`src/rtl/jtb_pkg.sv`:
```
`timescale 1ns/1ps
package jtb_pkg;
    typedef enum logic [1:0] {
        MODE_SETUP = 2'd0,
        MODE_WALK  = 2'd1,
        MODE_DATA  = 2'd2
    } jtb_mode_e;

    localparam logic [1:0] MODE_CODE_BAD = 2'd3;
endpackage

```
`src/rtl/jtb_mode_reg.sv`:
```
`timescale 1ns/1ps
module jtb_mode_reg
    import jtb_pkg::*;
(
    input  logic      clk,
    input  logic      rst_n,
    input  logic      sel,
    input  logic      capture,
    input  logic      shift,
    input  logic      update,
    input  logic      tdi,
    output jtb_mode_e mode_o,
    output logic      tdo_o
);
    typedef struct packed {
        logic [1:0] stage;
        jtb_mode_e  mode;
    } mode_st_t;

    mode_st_t st_d, st_q;

    always_comb begin
        st_d = st_q;
        if (sel) begin
            if (capture) begin
                st_d.stage = st_q.mode;
            end else if (shift) begin
                st_d.stage = {tdi, st_q.stage[1]};
            end else if (update && st_q.stage != MODE_CODE_BAD) begin
                st_d.mode = jtb_mode_e'(st_q.stage);
            end
        end
    end

    always_ff @(posedge clk or negedge rst_n) begin
        if (!rst_n) begin
            st_q <= '{stage: 2'd0, mode: MODE_SETUP};
        end else begin
            st_q <= st_d;
        end
    end

    assign mode_o = st_q.mode;
    assign tdo_o  = st_q.stage[0];

    // mode changes only on an update of this chain
    a_r2_mode_hold: assert property (@(posedge clk) disable iff (!rst_n)
        !(sel && update) |=> $stable(st_q.mode));

    // the unused code never reaches the mode register
    a_r1_mode_legal: assert property (@(posedge clk) disable iff (!rst_n)
        st_q.mode != MODE_CODE_BAD);
endmodule

```
`src/rtl/jtb_setup_reg.sv`:
```
`timescale 1ns/1ps
module jtb_setup_reg #(
    parameter int LEN_W = 32
) (
    input  logic             clk,
    input  logic             rst_n,
    input  logic             en,
    input  logic             capture,
    input  logic             shift,
    input  logic             update,
    input  logic             tdi,
    output logic [LEN_W-1:0] len_o,
    output logic             flag_o,
    output logic             tdo_o
);
    localparam int REG_W = LEN_W + 1;

    typedef struct packed {
        logic [REG_W-1:0] stage;
        logic [REG_W-1:0] held;
    } setup_st_t;

    setup_st_t st_d, st_q;

    always_comb begin
        st_d = st_q;
        if (en) begin
            if (capture) begin
                st_d.stage = st_q.held;
            end else if (shift) begin
                st_d.stage = {tdi, st_q.stage[REG_W-1:1]};
            end else if (update) begin
                st_d.held = st_q.stage;
            end
        end
    end

    always_ff @(posedge clk or negedge rst_n) begin
        if (!rst_n) begin
            st_q <= '0;
        end else begin
            st_q <= st_d;
        end
    end

    assign len_o  = st_q.held[LEN_W-1:0];
    assign flag_o = st_q.held[LEN_W];
    assign tdo_o  = st_q.stage[0];

    // stored setup changes only on update while enabled
    a_r3_setup_hold: assert property (@(posedge clk) disable iff (!rst_n)
        !(en && update) |=> $stable(st_q.held));

    // capture presents the stored value for readback
    a_r4_capture_copy: assert property (@(posedge clk) disable iff (!rst_n)
        (en && capture) |=> st_q.stage == $past(st_q.held));
endmodule

```
`src/rtl/jtb_bit_counter.sv`:
```
`timescale 1ns/1ps
module jtb_bit_counter #(
    parameter int CNT_W = 32
) (
    input  logic             clk,
    input  logic             rst_n,
    input  logic             sel,
    input  logic             capture,
    input  logic             shift,
    output logic [CNT_W-1:0] count_o
);
    localparam logic [CNT_W-1:0] CNT_TOP = '1;

    typedef struct packed {
        logic [CNT_W-1:0] cnt;
    } cnt_st_t;

    cnt_st_t st_d, st_q;

    always_comb begin
        st_d = st_q;
        if (sel) begin
            if (capture) begin
                st_d.cnt = '0;
            end else if (shift && st_q.cnt != CNT_TOP) begin
                st_d.cnt = st_q.cnt + CNT_W'(1);
            end
        end
    end

    always_ff @(posedge clk or negedge rst_n) begin
        if (!rst_n) begin
            st_q <= '0;
        end else begin
            st_q <= st_d;
        end
    end

    assign count_o = st_q.cnt;

    // capture clears the count
    a_r10_clear: assert property (@(posedge clk) disable iff (!rst_n)
        (sel && capture) |=> st_q.cnt == '0);

    // one step per shifted bit
    a_r10_step: assert property (@(posedge clk) disable iff (!rst_n)
        (sel && shift && !capture && st_q.cnt != CNT_TOP)
        |=> st_q.cnt == $past(st_q.cnt) + CNT_W'(1));
endmodule

```
`src/rtl/jtag_tunnel_bridge.sv`:
```
`timescale 1ns/1ps
module jtag_tunnel_bridge
    import jtb_pkg::*;
#(
    parameter int LEN_W = 32
) (
    input  logic tck,
    input  logic rst_n,
    input  logic sel_mode,
    input  logic sel_data,
    input  logic capture,
    input  logic shift,
    input  logic update,
    input  logic tdi,
    output logic tdo,
    output logic tgt_tck,
    output logic tgt_tms,
    output logic tgt_tdi,
    input  logic tgt_tdo
);
    jtb_mode_e        mode;
    logic             mode_tdo;
    logic             setup_tdo;
    logic [LEN_W-1:0] xfer_len;
    logic             end_flag;
    logic [LEN_W-1:0] bit_cnt;
    logic             setup_en;
    logic             pass_en;
    logic             last_bit;
    logic [LEN_W-1:0] len_m1;

    assign setup_en = sel_data && (mode == MODE_SETUP);

    jtb_mode_reg u_mode (
        .clk     (tck),
        .rst_n   (rst_n),
        .sel     (sel_mode),
        .capture (capture),
        .shift   (shift),
        .update  (update),
        .tdi     (tdi),
        .mode_o  (mode),
        .tdo_o   (mode_tdo)
    );

    jtb_setup_reg #(.LEN_W(LEN_W)) u_setup (
        .clk     (tck),
        .rst_n   (rst_n),
        .en      (setup_en),
        .capture (capture),
        .shift   (shift),
        .update  (update),
        .tdi     (tdi),
        .len_o   (xfer_len),
        .flag_o  (end_flag),
        .tdo_o   (setup_tdo)
    );

    jtb_bit_counter #(.CNT_W(LEN_W)) u_count (
        .clk     (tck),
        .rst_n   (rst_n),
        .sel     (sel_data),
        .capture (capture),
        .shift   (shift),
        .count_o (bit_cnt)
    );

    always_comb begin
        len_m1   = xfer_len - LEN_W'(1);
        pass_en  = sel_data && shift && (mode == MODE_WALK || mode == MODE_DATA);
        last_bit = (xfer_len == '0) ? (bit_cnt == '0) : (bit_cnt == len_m1);

        tgt_tms = 1'b0;
        tgt_tdi = 1'b0;
        if (pass_en) begin
            if (mode == MODE_WALK) begin
                tgt_tms = tdi;
            end else begin
                tgt_tdi = tdi;
                tgt_tms = last_bit && end_flag;
            end
        end

        if (sel_mode) begin
            tdo = mode_tdo;
        end else if (setup_en) begin
            tdo = setup_tdo;
        end else if (sel_data && mode == MODE_DATA) begin
            tdo = tgt_tdo;
        end else begin
            tdo = 1'b0;
        end
    end

    // strobes change while tck is low, so the gate opens and closes cleanly
    assign tgt_tck = tck && pass_en;

    // TMS low on data bits before the final one
    a_r5_tms_low: assert property (@(posedge tck) disable iff (!rst_n)
        (sel_data && shift && mode == MODE_DATA && xfer_len != '0
         && bit_cnt < len_m1) |-> !tgt_tms);

    // target pins idle when nothing is passed through
    a_r9_pins_idle: assert property (@(posedge tck) disable iff (!rst_n)
        !(sel_data && shift) |-> (!tgt_tms && !tgt_tdi));

    // walk mode never drives target data
    a_r8_walk_tdi: assert property (@(posedge tck) disable iff (!rst_n)
        (mode == MODE_WALK) |-> !tgt_tdi);
endmodule

```
`config.mk`:
```
export PLATFORM = sky130hd
export DESIGN_NAME = jtag_tunnel_bridge
export DESIGN_NICKNAME = d
export VERILOG_FILES = /design/src/rtl/jtb_pkg.sv /design/src/rtl/jtb_mode_reg.sv /design/src/rtl/jtb_setup_reg.sv /design/src/rtl/jtb_bit_counter.sv /design/src/rtl/jtag_tunnel_bridge.sv
export SDC_FILE = /design/constraint.sdc
export NUM_CORES = 1
export LEC_CHECK = 0
export BUFFER_PORTS_ARGS = -buffer_cell sky130_fd_sc_hd__buf_4
export CORE_MARGIN = 10
export CORE_UTILIZATION = 60
export CTS_CLUSTER_SIZE = 12
export DETAILED_ROUTE_END_ITERATION = 6
export PLACE_DENSITY = 0.77
export RECOVER_POWER = 50
export SLEW_MARGIN = 20
export SYNTH_ARGS = -nofsm -noshare
export SYNTH_HDL_FRONTEND = slang
export SYNTH_SLANG_ARGS = --single-unit
```
`constraint.sdc`:
```
create_clock -name tck -period 7.62 [get_ports tck]
set_clock_uncertainty 0.1 [all_clocks]
set_input_delay 1.524 -clock tck [delete_from_list [all_inputs] [get_ports tck]]
set_output_delay 1.524 -clock tck [all_outputs]
set_load 0.03 [all_outputs]
```
==> metrics.txt <==
# TYPE chip_impl_metric gauge
chip_impl_info{name="result_of_the_run",value="finished, violations left"} 1
chip_impl_info{name="violations",value="capacitance limit, slew limit"} 1
chip_impl_metric{name="r2r.worst_path.cells",unit=""} 9
chip_impl_info{name="postSynth.topFlopCell",value="dfrtp_1"} 1
chip_impl_metric{name="post_drt_wl_per_cell",unit="um"} 19.1
chip_impl_metric{name="via_count_of_the_first_global_routing_pass",unit=""} 5136
chip_impl_metric{name="min_delay_path_depth",unit=""} 2
chip_impl_metric{name="net_count_of_the_mapped_netlist",unit=""} 702
chip_impl_metric{name="post_cts_buffers",unit=""} 0
chip_impl_metric{name="drt-vias-per-instance",unit=""} 6.49
chip_impl_metric{name="clk_transition_reported_paths",unit="ns"} 0.09
chip_impl_metric{name="maxCapViolations",unit=""} 3
chip_impl_metric{name="synth_enable_flop_cells",unit=""} 0
chip_impl_metric{name="worst-endpoint-required",unit="ns"} 6.00
chip_impl_metric{name="drt_drc_violations_left",unit=""} 0
chip_impl_info{name="cpLargestDelayFamily",value="buffers and inverters"} 1
chip_impl_metric{name="crit_cells",unit=""} 4
chip_impl_metric{name="gr-total-overflow",unit=""} 0
chip_impl_metric{name="cts.hold.buffers_added",unit=""} 0
chip_impl_metric{name="finish.cell_count_without_fillers",unit=""} 804
chip_impl_metric{name="via_count",unit=""} 5215
chip_impl_metric{name="post_cts.resized_instances",unit=""} 0
chip_impl_metric{name="timing.critical_path.arrival",unit="ns"} 4.40
chip_impl_metric{name="gp_routability_congestion",unit=""} 0.929
chip_impl_metric{name="synthesis.area",unit="mm2"} 0.00637
chip_impl_metric{name="dpl_cell_area",unit="mm2"} 0.00641
chip_impl_info{name="rsz0062_at_grt",value="no"} 1
chip_impl_metric{name="grt_max_degree",unit=""} 67
chip_impl_metric{name="irDropWorstVdd",unit="mV"} 0.181
chip_impl_metric{name="grt_antenna_before_repair",unit=""} 0
chip_impl_metric{name="critPathMaxStageDelay",unit="ns"} 0.20
chip_impl_info{name="final_cell_mix",value="dfrtp_1 (102), nand2_1 (67), o21ai_0 (53), nor2_1 (41), mux2i_1 (36)"} 1
chip_impl_metric{name="critical_path_buf_inv_count",unit=""} 3
chip_impl_metric{name="timing.final.max_slew_violations",unit=""} 165
chip_impl_metric{name="port_buffers",unit=""} 12
chip_impl_info{name="worstPathCellList",value="clkbuf_8 > clkbuf_8 > and4_1 > buf_4"} 1
chip_impl_metric{name="layout.cell_area.non_filler",unit="mm2"} 0.00663
chip_impl_info{name="reg2reg_to",value="u_count.count_o[15]"} 1
chip_impl_metric{name="grt_pass1_wl",unit="mm"} 25.9
chip_impl_metric{name="start_util",unit="%"} 61.7
chip_impl_info{name="critPathLaunchType",value="clock port"} 1
chip_impl_metric{name="ys_warn_count",unit=""} 0
chip_impl_metric{name="design_power_total",unit="mW"} 1.15
chip_impl_metric{name="netlist_instances",unit=""} 687
chip_impl_info{name="r2r_start",value="u_count.count_o[0]"} 1
chip_impl_metric{name="design.portCount",unit=""} 13
chip_impl_info{name="critical_path.endpoint_type",value="output port"} 1
chip_impl_info{name="layout.cells.most_common",value="dfrtp_1"} 1
chip_impl_metric{name="antennaDiodeCount",unit=""} 0
chip_impl_metric{name="pwr_density_cell",unit="mW/mm2"} 174
chip_impl_metric{name="hold_viol",unit=""} 0
chip_impl_info{name="worstSetupStartpoint",value="tck"} 1
chip_impl_metric{name="report.final.setup_viol",unit=""} 0
chip_impl_info{name="tritoncts",value="yes"} 1
chip_impl_metric{name="finish.net_count",unit=""} 680
chip_impl_metric{name="std_cell_rows",unit=""} 37
chip_impl_metric{name="dp_hpwl",unit="mm"} 10.9
chip_impl_metric{name="grt_util_all_layers",unit="%"} 21.4
chip_impl_info{name="cpMostUsedCell",value="clkbuf_8"} 1
chip_impl_metric{name="synth_async_sr_flop_share",unit="%"} 100
chip_impl_metric{name="timing_worst_slew_pin_value",unit="ns"} 3.60
chip_impl_metric{name="syn2layout_area_growth",unit="%"} 4.13
chip_impl_info{name="timing.hold.worst.class",value="reg -> reg"} 1
chip_impl_metric{name="ys_types",unit=""} 64
chip_impl_metric{name="floorplan.die_area",unit="mm2"} 0.0151
chip_impl_metric{name="portion_of_the_post_synthesis_area_used_by_sequential_elements",unit="%"} 40.1
chip_impl_metric{name="drt_iter0_drc",unit=""} 631
chip_impl_metric{name="dp.cells",unit=""} 787
chip_impl_metric{name="postSynthAreaPerCell",unit="um2"} 9.27
chip_impl_metric{name="core_region_area",unit="mm2"} 0.0103
chip_impl_info{name="crit_end",value="tgt_tck"} 1
chip_impl_metric{name="fp.dieW",unit="um"} 123
chip_impl_metric{name="maxSlewHeadroom",unit="%"} -140
chip_impl_metric{name="layout-drive-gt1-share",unit="%"} 9.73
chip_impl_metric{name="detail_route.first_pass.iterations",unit=""} 6
chip_impl_metric{name="die_y",unit="um"} 123
chip_impl_metric{name="timing.setup.tns",unit="ns"} 0
chip_impl_metric{name="wl",unit="mm"} 15.4
chip_impl_metric{name="ant_nets",unit=""} 0
chip_impl_metric{name="regToRegSetupSlack",unit="ns"} 4.31
chip_impl_metric{name="leakagePower",unit="nW"} 2.99
chip_impl_info{name="worst_setup_path_type",value="clk -> out"} 1
chip_impl_metric{name="clock_latency",unit="ns"} 0.50
chip_impl_metric{name="crit_fanout",unit=""} 2
chip_impl_metric{name="synth_seq_cells",unit=""} 102
chip_impl_info{name="critPathSlowestCell",value="and4_1"} 1
chip_impl_metric{name="fin_hold_ws",unit="ns"} 0.404
final cells by class:
type	instances	area, um2
clock buffers	14	186
clock inverters	4	48.8
fillers	864	3690
inverters	20	75.1
multi-input cells	513	3500
flip-flops and latches	102	2550
well taps	136	170
repair buffers	15	101
worst min-delay path, stage by stage, from the launching register on:
cell and delay, ns:
dfrtp_1 0.37, nand2_1 0.05, o21ai_0 0.06
how the worst min path moves through the flow:
stage | to | slack [ns] | start
after floorplan | u_setup.st_q[35] | 0.36 | u_setup.st_q[35]
final | u_setup.st_q[35] | 0.40 | u_setup.st_q[35]
after global routing | u_setup.len_o[7] | 0.45 | u_setup.st_q[40]
after detailed placement | u_setup.st_q[35] | 0.39 | u_setup.st_q[35]
after CTS | u_setup.st_q[35] | 0.41 | u_setup.st_q[35]
after global placement | u_setup.st_q[36] | 0.38 | u_setup.st_q[36]
flip-flops by register name, summed over array words and instances (netlist names):
name and count:
u_setup.len_o 32, u_setup.tdo_o 1, u_mode.tdo_o 1, u_mode.st_q 1, u_count.count_o 32, u_setup.flag_o 1, u_setup.st_q 32, u_mode.mode_o 2
synth_stat cells (9+ instances only):
library cell / count / area share, %
a21oi_1: 22 / 1.7
and3_1: 9 / 0.88
clkbuf_1: 36 / 2.1
dfrtp_1: 102 / 40
inv_1: 20 / 1.2
mux2_1: 17 / 3.0
mux2_2: 18 / 3.2
mux2i_1: 36 / 5.7
nand2_1: 67 / 3.9
nand3_1: 17 / 1.3
nand4_1: 19 / 1.9
nor2_1: 41 / 2.4
nor3_1: 14 / 1.1
nor4_1: 18 / 1.8
o21ai_0: 53 / 4.2
o21ai_1: 19 / 1.5
o31ai_1: 9 / 1.1
xnor2_1: 22 / 3.0
xor2_1: 23 / 3.2
power by group:
part	internal (mW)	switching, mW	total [mW]
Clock	0.192	0.191	0.384
Combinational	0.0664	0.0993	0.166
Sequential	0.568	0.0350	0.603
Total	0.826	0.326	1.15
per-stage QoR:
step           worst slack [ns]  utilization (%)
5_1_grt                    1.12             64.2
6_report                   1.60             64.2
3_3_place_gp               1.86             62.1
2_1_floorplan              1.90                -
3_5_place_dp               1.86             62.1
4_1_cts                    1.59             64.3
cell families after synthesis:
kind of cell | share of synthesized area, %
xor gates and xnor gates | 6.19
adders and majority gates | 1.18
muxes | 11.8
AOI/OAI and AO/OA | 13.6
and+or+nand+nor | 22.1
buffers and inverters | 5.01
DFF | 40.1
layer usage:
metal  wire length, um  track usage (%)  vias up  share of wire, %
met5                 0                0        -                 0
met4               239             7.50        0               1.6
met3               866             4.92       23               5.6
met2              7430             34.4      170                48
met1              6840             28.0     2570                44
li1                  -                -     2452                 -
(Power assumes the default switching activity.)
